==> src/rtl/iqcf_pkg.sv <==
package iqcf_pkg;

  typedef enum logic {
    PORT_SHARED = 1'b0,
    PORT_SPLIT  = 1'b1
  } port_mode_e;

  typedef enum logic {
    EDGE_RISE = 1'b0,
    EDGE_FALL = 1'b1
  } cap_edge_e;

endpackage

==> src/rtl/iqcf_edge_capture.sv <==
module iqcf_edge_capture #(
  parameter int W = 30
) (
  input  logic         clk,
  input  logic         rst_n,
  input  logic [W-1:0] din,
  output logic [W-1:0] cap_rise,
  output logic         rise_vld,
  output logic [W-1:0] cap_fall,
  output logic         fall_vld
);

  always_ff @(posedge clk or negedge rst_n) begin
    if (!rst_n) begin
      cap_rise <= '0;
      rise_vld <= 1'b0;
    end else begin
      cap_rise <= din;
      rise_vld <= 1'b1;
    end
  end

  always_ff @(negedge clk or negedge rst_n) begin
    if (!rst_n) begin
      cap_fall <= '0;
      fall_vld <= 1'b0;
    end else begin
      cap_fall <= din;
      fall_vld <= 1'b1;
    end
  end


  rise_sticky_chk: assert property (@(posedge clk) disable iff (!rst_n)
    $past(rise_vld) |-> rise_vld);

endmodule

==> src/rtl/iqcf_steer.sv <==
module iqcf_steer #(
  parameter int DW = 14
) (
  input  logic          split_mode,
  input  logic          word_vld,
  input  logic [DW-1:0] port_a,
  input  logic [DW-3:0] port_b_lo,
  input  logic          sel_b13,
  input  logic          alt_b12,
  output logic [DW-1:0] word_i,
  output logic [DW-1:0] word_q,
  output logic          load_i,
  output logic          load_q
);

  logic [DW-1:0] split_q;

  assign split_q = {sel_b13, alt_b12, port_b_lo};
  assign word_i  = port_a;
  assign word_q  = split_mode ? split_q : port_a;

  always_comb begin
    if (split_mode) begin
      load_i = word_vld;
      load_q = word_vld;
    end else begin
      load_i = word_vld & sel_b13;
      load_q = word_vld & ~sel_b13;
    end
  end

endmodule

==> src/rtl/iqcf_chan_proc.sv <==
module iqcf_chan_proc #(
  parameter int DW = 14,
  parameter int OW = 10
) (
  input  logic [DW-1:0] raw,
  input  logic          offbin,
  input  logic [OW-1:0] mag,
  input  logic          pol,
  output logic [DW-1:0] fmt,
  output logic [DW-1:0] res
);

  localparam int EW   = DW + 2;
  localparam int MAXV = 2 ** (DW - 1) - 1;
  localparam int MINV = -(2 ** (DW - 1));
  localparam logic signed [EW-1:0] HI = EW'(MAXV);
  localparam logic signed [EW-1:0] LO = EW'(MINV);

  function automatic logic [DW-1:0] to_signed_word(input logic [DW-1:0] w,
                                                   input logic ob);
    logic [DW-1:0] r;
    r = w;
    if (ob) r[DW-1] = ~w[DW-1];
    return r;
  endfunction

  function automatic logic [DW-1:0] offset_sat(input logic [DW-1:0] s,
                                               input logic [OW-1:0] m,
                                               input logic up);
    logic signed [EW-1:0] ext;
    logic signed [EW-1:0] mm;
    logic signed [EW-1:0] sum;
    ext = EW'($signed(s));
    mm  = EW'(m);
    sum = up ? ext + mm : ext - mm;
    if (sum > HI)      return HI[DW-1:0];
    else if (sum < LO) return LO[DW-1:0];
    else               return sum[DW-1:0];
  endfunction

  assign fmt = to_signed_word(raw, offbin);
  assign res = offset_sat(fmt, mag, pol);

  always_comb begin

    if (pol) begin
      offs_up_chk: assert ($signed(res) >= $signed(fmt));
    end else begin
      offs_down_chk: assert ($signed(res) <= $signed(fmt));
    end

    if (mag == '0) begin
      offs_zero_chk: assert (res == fmt);
    end
  end

endmodule

==> src/rtl/iq_capture_fmt.sv <==
module iq_capture_fmt #(
  parameter int DW = 14,
  parameter int OW = 10
) (
  input  logic          clk,
  input  logic          rst_n,
  input  logic          cfg_dual,
  input  logic          cfg_offbin,
  input  logic          cfg_fall,
  input  logic [OW-1:0] off_mag_i,
  input  logic          off_pol_i,
  input  logic [OW-1:0] off_mag_q,
  input  logic          off_pol_q,
  input  logic [DW-1:0] port_a,
  input  logic [DW-3:0] port_b_lo,
  input  logic          chan_sel_b13,
  input  logic          alt_b12,
  output logic [DW-1:0] i_data,
  output logic          i_vld,
  output logic [DW-1:0] q_data,
  output logic          q_vld
);
  import iqcf_pkg::*;

  localparam int CW = 2 * DW;
  localparam int NCH = 2;

  port_mode_e mode;
  cap_edge_e  edge_sel;
  assign mode     = port_mode_e'(cfg_dual);
  assign edge_sel = cap_edge_e'(cfg_fall);

  logic [CW-1:0] din, cap_r, cap_f, stage;
  logic          vld_r, vld_f, stage_vld;

  assign din = {chan_sel_b13, alt_b12, port_b_lo, port_a};

  iqcf_edge_capture #(.W(CW)) u_cap (
    .clk(clk), .rst_n(rst_n), .din(din),
    .cap_rise(cap_r), .rise_vld(vld_r),
    .cap_fall(cap_f), .fall_vld(vld_f)
  );

  assign stage     = (edge_sel == EDGE_FALL) ? cap_f : cap_r;
  assign stage_vld = (edge_sel == EDGE_FALL) ? vld_f : vld_r;

  logic [DW-1:0] word_i, word_q;
  logic          load_i, load_q;

  iqcf_steer #(.DW(DW)) u_steer (
    .split_mode(mode == PORT_SPLIT),
    .word_vld(stage_vld),
    .port_a(stage[DW-1:0]),
    .port_b_lo(stage[2*DW-3:DW]),
    .sel_b13(stage[CW-1]),
    .alt_b12(stage[CW-2]),
    .word_i(word_i), .word_q(word_q),
    .load_i(load_i), .load_q(load_q)
  );

  logic [DW-1:0] raw_w [NCH];
  logic [OW-1:0] mag_w [NCH];
  logic          pol_w [NCH];
  logic          ld_w  [NCH];
  logic [DW-1:0] fmt_w [NCH];
  logic [DW-1:0] res_w [NCH];
  logic [DW-1:0] dat_q [NCH];
  logic          vld_q [NCH];

  assign raw_w[0] = word_i;
  assign raw_w[1] = word_q;
  assign mag_w[0] = off_mag_i;
  assign mag_w[1] = off_mag_q;
  assign pol_w[0] = off_pol_i;
  assign pol_w[1] = off_pol_q;
  assign ld_w[0]  = load_i;
  assign ld_w[1]  = load_q;

  for (genvar c = 0; c < NCH; c++) begin : g_chan
    iqcf_chan_proc #(.DW(DW), .OW(OW)) u_proc (
      .raw(raw_w[c]), .offbin(cfg_offbin),
      .mag(mag_w[c]), .pol(pol_w[c]),
      .fmt(fmt_w[c]), .res(res_w[c])
    );

    always_ff @(posedge clk or negedge rst_n) begin
      if (!rst_n) begin
        dat_q[c] <= '0;
        vld_q[c] <= 1'b0;
      end else begin
        vld_q[c] <= ld_w[c];
        if (ld_w[c]) dat_q[c] <= res_w[c];
      end
    end
  end

  assign i_data = dat_q[0];
  assign i_vld  = vld_q[0];
  assign q_data = dat_q[1];
  assign q_vld  = vld_q[1];


  excl_strobe_chk: assert property (@(posedge clk) disable iff (!rst_n)
    !$past(cfg_dual) |-> $onehot0({i_vld, q_vld}));


  i_hold_chk: assert property (@(posedge clk) disable iff (!rst_n)
    !i_vld |-> $stable(i_data));


  q_hold_chk: assert property (@(posedge clk) disable iff (!rst_n)
    !q_vld |-> $stable(q_data));


  split_pair_chk: assert property (@(posedge clk) disable iff (!rst_n)
    $past(cfg_dual) |-> (i_vld == q_vld));

endmodule

==> config.mk <==
export PLATFORM = sky130hd
export DESIGN_NAME = iq_capture_fmt
export DESIGN_NICKNAME = d
export VERILOG_FILES = /design/src/rtl/iqcf_pkg.sv /design/src/rtl/iqcf_edge_capture.sv /design/src/rtl/iqcf_steer.sv /design/src/rtl/iqcf_chan_proc.sv /design/src/rtl/iq_capture_fmt.sv
export SDC_FILE = /design/constraint.sdc
export NUM_CORES = 1
export LEC_CHECK = 0
export CORE_MARGIN = 1
export CORE_UTILIZATION = 50
export CTS_CLUSTER_SIZE = 25
export DETAILED_ROUTE_END_ITERATION = 12
export HOLD_SLACK_MARGIN = 0.05
export PLACE_DENSITY = 0.86
export SLEW_MARGIN = 20
export SYNTH_ARGS = -nofsm -noshare
export SYNTH_HDL_FRONTEND = slang
export SYNTH_SLANG_ARGS = --single-unit
==> constraint.sdc <==
create_clock -name clk -period 3.5 [get_ports clk]
set_input_delay 0.7 -clock clk [delete_from_list [all_inputs] [get_ports clk]]
set_output_delay 0.7 -clock clk [all_outputs]
set_load 0.02 [all_outputs]
# Word level (Yosys, flattened, before mapping)
# Cells that the tools add are included.
# totals
reg_bits,88
elab_cells,34
# classes
addsub,4
order_cmp,4
mux,13
n_bitwise,5
# op_table
operator,n
$mux W14,5
$gt A16 B14 Y1 const B,2
$lt A16 B14 Y1 const B,2
$mux W16,2
$add A14 B11 Y15,2
$sub A14 B11 Y15,2
$mux W28,1
$mux W1,5
$not A1 Y1,3
$and A1 B1 Y1,2

# Longest topological paths before layout
# Gate-level depths: netlist of the first run.
# depth
ltp_word,9
depth_mapped,18
ltp_nobuf,15

# Cells and area by module
# A second synthesis of the first run with hierarchy kept.
# unflattened
hier_cells,499
area_unflattened_um2,5656.7
# by_module_without_submodules
mod,instances,cells_per_inst,area_per_inst_um2,seq_area_each_um2
iq_capture_fmt,1,92,1472.7,750.7
iqcf_edge_capture,1,59,1455.1,1451.4
iqcf_chan_proc at g_chan[0].u_proc,1,157,1260.0,0.0
iqcf_chan_proc at g_chan[1].u_proc,1,158,1126.1,0.0
iqcf_steer,1,33,342.8,0.0

==> reports/qor.csv, run 1 <==
stage,metric,value,unit
routing,routed wire length,14900,µm
placement,dpl cell area,6947,µm²
layout,layout cells sized above 1,33.24,%
floorplan,# IOs,85,
synthesis,adder and majority cell fraction of the synthesized area,8.191,%
clock_tree,TritonCTS Buffers,9,
synthesis,sequential-to-total area share from yosys stat,43.42,%
synthesis,Synth cell types,60,
synthesis,Seq cells post-synth,88,
critical_path,end of the worst register-to-register path,i_data[2],
synthesis,largest family of logic cells by synthesized area,compound AO/OA/AOI/OAI gates,
floorplan,FP Rows,36,
synthesis,fraction of registers with async set or reset after synthesis,100.0,%
floorplan,Die H,102.7,µm
synthesis,number of synthesized flops with an enable pin,0,
critical_path,Worst EP arrival,4.93,ns
grt,maximum number of pins on one net before global-route repair,39,
timing,setup violators final,28,
synthesis,post-synthesis mux area share,6.538,%
flow_run,max cap viols,0,
placement,input/output buffers,84,
routing,max layer used,met4,
floorplan,Initial Utilization,51.64,%
power_and_ir_drop,Int Pwr,2.557,mW
routing,Routed WL per cell,17.55,µm
routing,drt drc,0,
power_and_ir_drop,Clk pwr share,16.4,%
placement,gp weighted congestion,0.8626,
grt,vias in the first global route,4568,
critical_path,Critical Path Sink,i_data[2],
clock_tree,Clock Latency Late Sink,0.36,ns
layout,Final Net Count,798,
floorplan,die width,102.7,µm
timing,Worst-Margin Slew,0.8147,ns
placement,post-detail-place hpwl,10330,µm
routing,First DRT Iteration DRCs,224,
clock_tree,clk sink count,88,
clock_tree,CTS tree,done,
grt,initial antenna violation count,0,
worst_hold_path,HP Class,primary input to asynchronous set/reset pin,
timing,worst rel slew slack,45.30,%
critical_path,CP startpoint kind,flop,
status,status,"finished, violations left",
layout,Storage cell area,2202,µm²
clock_tree,clk slew on worst S/H paths,0.10,ns
synthesis,Synth Area in Compound Gates,19.71,%
critical_path,Worst setup EP type,flop,
timing,setup ws final,-1.165,ns
routing,metal2 WL,7915,µm
power_and_ir_drop,Peak VDD IR,375.8,µV
floorplan,DIE AREA,10550,µm²
critical_path,Crit Path Category,flop to flop,
synthesis,Post-Syn Instances,502,
power_and_ir_drop,Net Sw Frac,39.17,%
critical_path,WP data required,3.76,ns
synthesis,Post-Synth XOR/XNOR Area,8.191,%
layout,final core utilization,77.01,%
timing,"Slew Viols, Final",0,
routing,1st-pass router iterations,5,
critical_path,Crit Path Max Fanout,6,
synthesis,Post-Syn Area,5071,µm²
floorplan,core area,9819,µm²
clock_tree,Clk Tree Root Cell,clkbuf_8,
placement,dpl ws,-1.187,ns
layout,area occupied by multi-input gates,3033,µm²
critical_path,CP Launch Point,u_cap.cap_fall[0],
timing,RSZ-0062 raised after global routing,true,
critical_path,FF-to-FF Start,u_cap.cap_fall[0],
layout,synthesis-to-layout area growth,49.12,%
power_and_ir_drop,power density over the cells,555.8,nW/µm²
timing,Final Hold Fails,0,
power_and_ir_drop,sw power,1.646,mW
power_and_ir_drop,Sequential Power Share,31.0,%
grt,first-pass GRT wire length,21670,µm
grt,total grt overflow,0,
routing,drt via density,5.581,
routing,met3 WL,705,µm
routing,DR vias,4738,
critical_path,internal reg-to-reg setup slack,-1.17,ns
routing,wl on met1,5923,µm
routing,Post-DRT Antenna Nets,0,
clock_tree,Clock Path Buffers,2,
layout,diode count,0,
synthesis,synthesized-area fraction occupied by and/or/nand/nor cells,10.66,%
grt,total track usage,27.21,%
layout,FILL cells,627,
power_and_ir_drop,cell leakage power,3.409,nW
synthesis,mean cell area of the mapped netlist,10.10,µm²
timing,Final Skew,0.03039,ns
clock_tree,hold buffers post-CTS,0,
power_and_ir_drop,Comb pwr share,52.6,%
layout,"Design Area, Final",7562,µm²
clock_tree,H-tree depth,3,
critical_path,Reg2Reg Depth,12,
status,failing checks,setup timing,
synthesis,main flop type after synthesis,dfrtp_1,
synthesis,synth warn,0,
-- worst min path at each step --
stage / from / cells past startpoint / slack, ns / endpoint
global placement: q_data[13] / 2 / 0.47 / q_data[13]
global route: rst_n / 1 / 0.19 / u_cap.cap_rise[15]
detailed placement: i_data[11] / 2 / 0.48 / i_data[11]
finish: rst_n / 1 / 0.19 / u_cap.cap_rise[15]
floorplan: rst_n / 0 / 0.40 / i_data[0]
CTS: rst_n / 1 / 0.19 / u_cap.cap_rise[15]
-- what timing repair did --
action / in CTS / in global routing
setup buffers: 7 / 8
pin swaps: 20 / 37
resized for setup: 20 / 49
gates cloned: 2 / 0
endpoints found under the setup margin: 28 / 28
-- power groups by stage --
stage                     combinational, mW  clock, mW  sequential, mW
final                                  2.21      0.689            1.30
after global routing                   2.36      0.741            1.32
after CTS                              1.99      0.692            1.30
after detailed placement               1.88          0            1.32
after global placement                 1.81          0            1.31
after floorplan                       0.843          0            1.50
-- per-stage QoR --
step	instances	total power [mW]	setup TNS, ns	hold WS (ns)
2_1_floorplan	503	2.342	-25.68	0.4044
3_3_place_gp	817	3.117	-27.67	0.4682
3_5_place_dp	817	3.195	-30.20	0.4813
4_1_cts	842	3.981	-28.82	0.1920
5_1_grt	849	4.420	-33.35	0.1878
6_report	849	4.203	-30.64	0.1879
-- layout make-up --
| cell class | instances | area share [%] |
|---|---|---|
| Clock buffer | 9 | 1.638 |
| Timing Repair Buffer | 213 | 25.07 |
| Clock inverter | 7 | 0.8273 |
| Inverter | 21 | 1.042 |
| Multi-Input combinational cell | 378 | 40.11 |
| Tap cell | 133 | 2.201 |
| Sequential cell | 88 | 29.12 |
-- sequential cells by signal (all words and copies together) (netlist names) --
name,count
u_cap.cap_fall,28
u_cap.cap_rise,28
i_data,14
q_data,14
i_vld,1
q_vld,1
u_cap.fall_vld,1
u_cap.rise_vld,1
-- critical path, stage by stage (launching register included) --
cell     delay [ns]
dfrtn_1        0.33
mux2_4         0.29
ha_4           0.18
fa_2           0.35
nand2_2        0.09
nand2_2        0.06
a221o_1        0.33
a211o_1        0.30
a31oi_4        0.27
buf_6          0.16
xnor2_4        0.10
o21ai_4        0.27
o21ai_2        0.09
-- per-layer routing --
layer / GRT usage [%] / up-vias
li1: - / 2229
met1: 32.59 / 2309
met2: 48.87 / 166
met3: 5.356 / 34
met4: 9.011 / 0
met5: 0 / -
-- Yosys cell counts (6+ instances only) --
cell | instances | share of area, %
a21oi_1 | 40 | 3.9
nand2_1 | 36 | 2.7
dfrtn_1 | 29 | 14
mux2i_1 | 14 | 2.8
a21oi_2 | 12 | 2.1
xnor2_1 | 19 | 3.3
nand3_1 | 6 | 0.59
ha_1 | 30 | 7.4
nor3_1 | 6 | 0.59
clkbuf_1 | 11 | 0.81
inv_1 | 20 | 1.5
nor2_1 | 43 | 3.2
o21ai_0 | 27 | 2.7
a21o_1 | 9 | 1.3
xor2_1 | 21 | 3.6
o21ai_1 | 17 | 1.7
mux2_2 | 15 | 3.3
dfrtp_1 | 59 | 29
-- cell families (layout without fill, tap and decap cells) --
| group | count (synthesis) | in the layout |
|---|---|---|
| XOR/XNOR | 44 | 45 |
| multiplexers | 30 | 30 |
| adder cells (fa/ha/maj) | 32 | 32 |
| buffers and inverters | 39 | 250 |
| AO/OA/AOI/OAI | 151 | 152 |
| flip-flops | 88 | 88 |
| other | 1 | 2 |
| AND/OR/NAND/NOR | 117 | 117 |
-- cell usage in the layout, fill, tap and decap left out, types with 4 or more instances in the layout --
cell / Yosys / final
or3_1: 5 / 5
buf_12: 0 / 5
nand2_1: 36 / 34
nand3_1: 6 / 5
a21oi_2: 12 / 23
clkdlybuf4s50_1: 0 / 83
buf_6: 1 / 7
nor4_1: 4 / 4
inv_1: 20 / 19
a21oi_1: 40 / 27
o211ai_1: 4 / 4
ha_1: 30 / 24
o21a_1: 5 / 5
o21ai_2: 0 / 10
dfrtn_1: 29 / 29
mux2_4: 0 / 4
a31oi_1: 4 / 4
nor3_1: 6 / 6
buf_4: 1 / 118
clkbuf_8: 0 / 9
mux2_2: 15 / 11
xnor2_4: 0 / 4
a21o_1: 9 / 9
mux2i_1: 14 / 14
nor2_1: 43 / 42
xnor2_1: 19 / 18
o21ai_0: 27 / 11
dfrtp_1: 59 / 59
a41oi_1: 4 / 4
o21ai_1: 17 / 23
xor2_1: 21 / 21
and3_1: 4 / 4
a311oi_2: 1 / 6
Power figures use the tool's default switching activity.
==> run 2, diff against run 1 <==
--- a/config.mk
+++ b/config.mk
@@ -7,6 +7,7 @@
 export LEC_CHECK = 0
 export CORE_MARGIN = 1
 export CORE_UTILIZATION = 50
+export CTS_CLUSTER_DIAMETER = 150
 export CTS_CLUSTER_SIZE = 25
 export DETAILED_ROUTE_END_ITERATION = 12
 export HOLD_SLACK_MARGIN = 0.05
==> results of run 2 <==
Same layout as run 1: the final DEF is identical, and so are final timing and power.
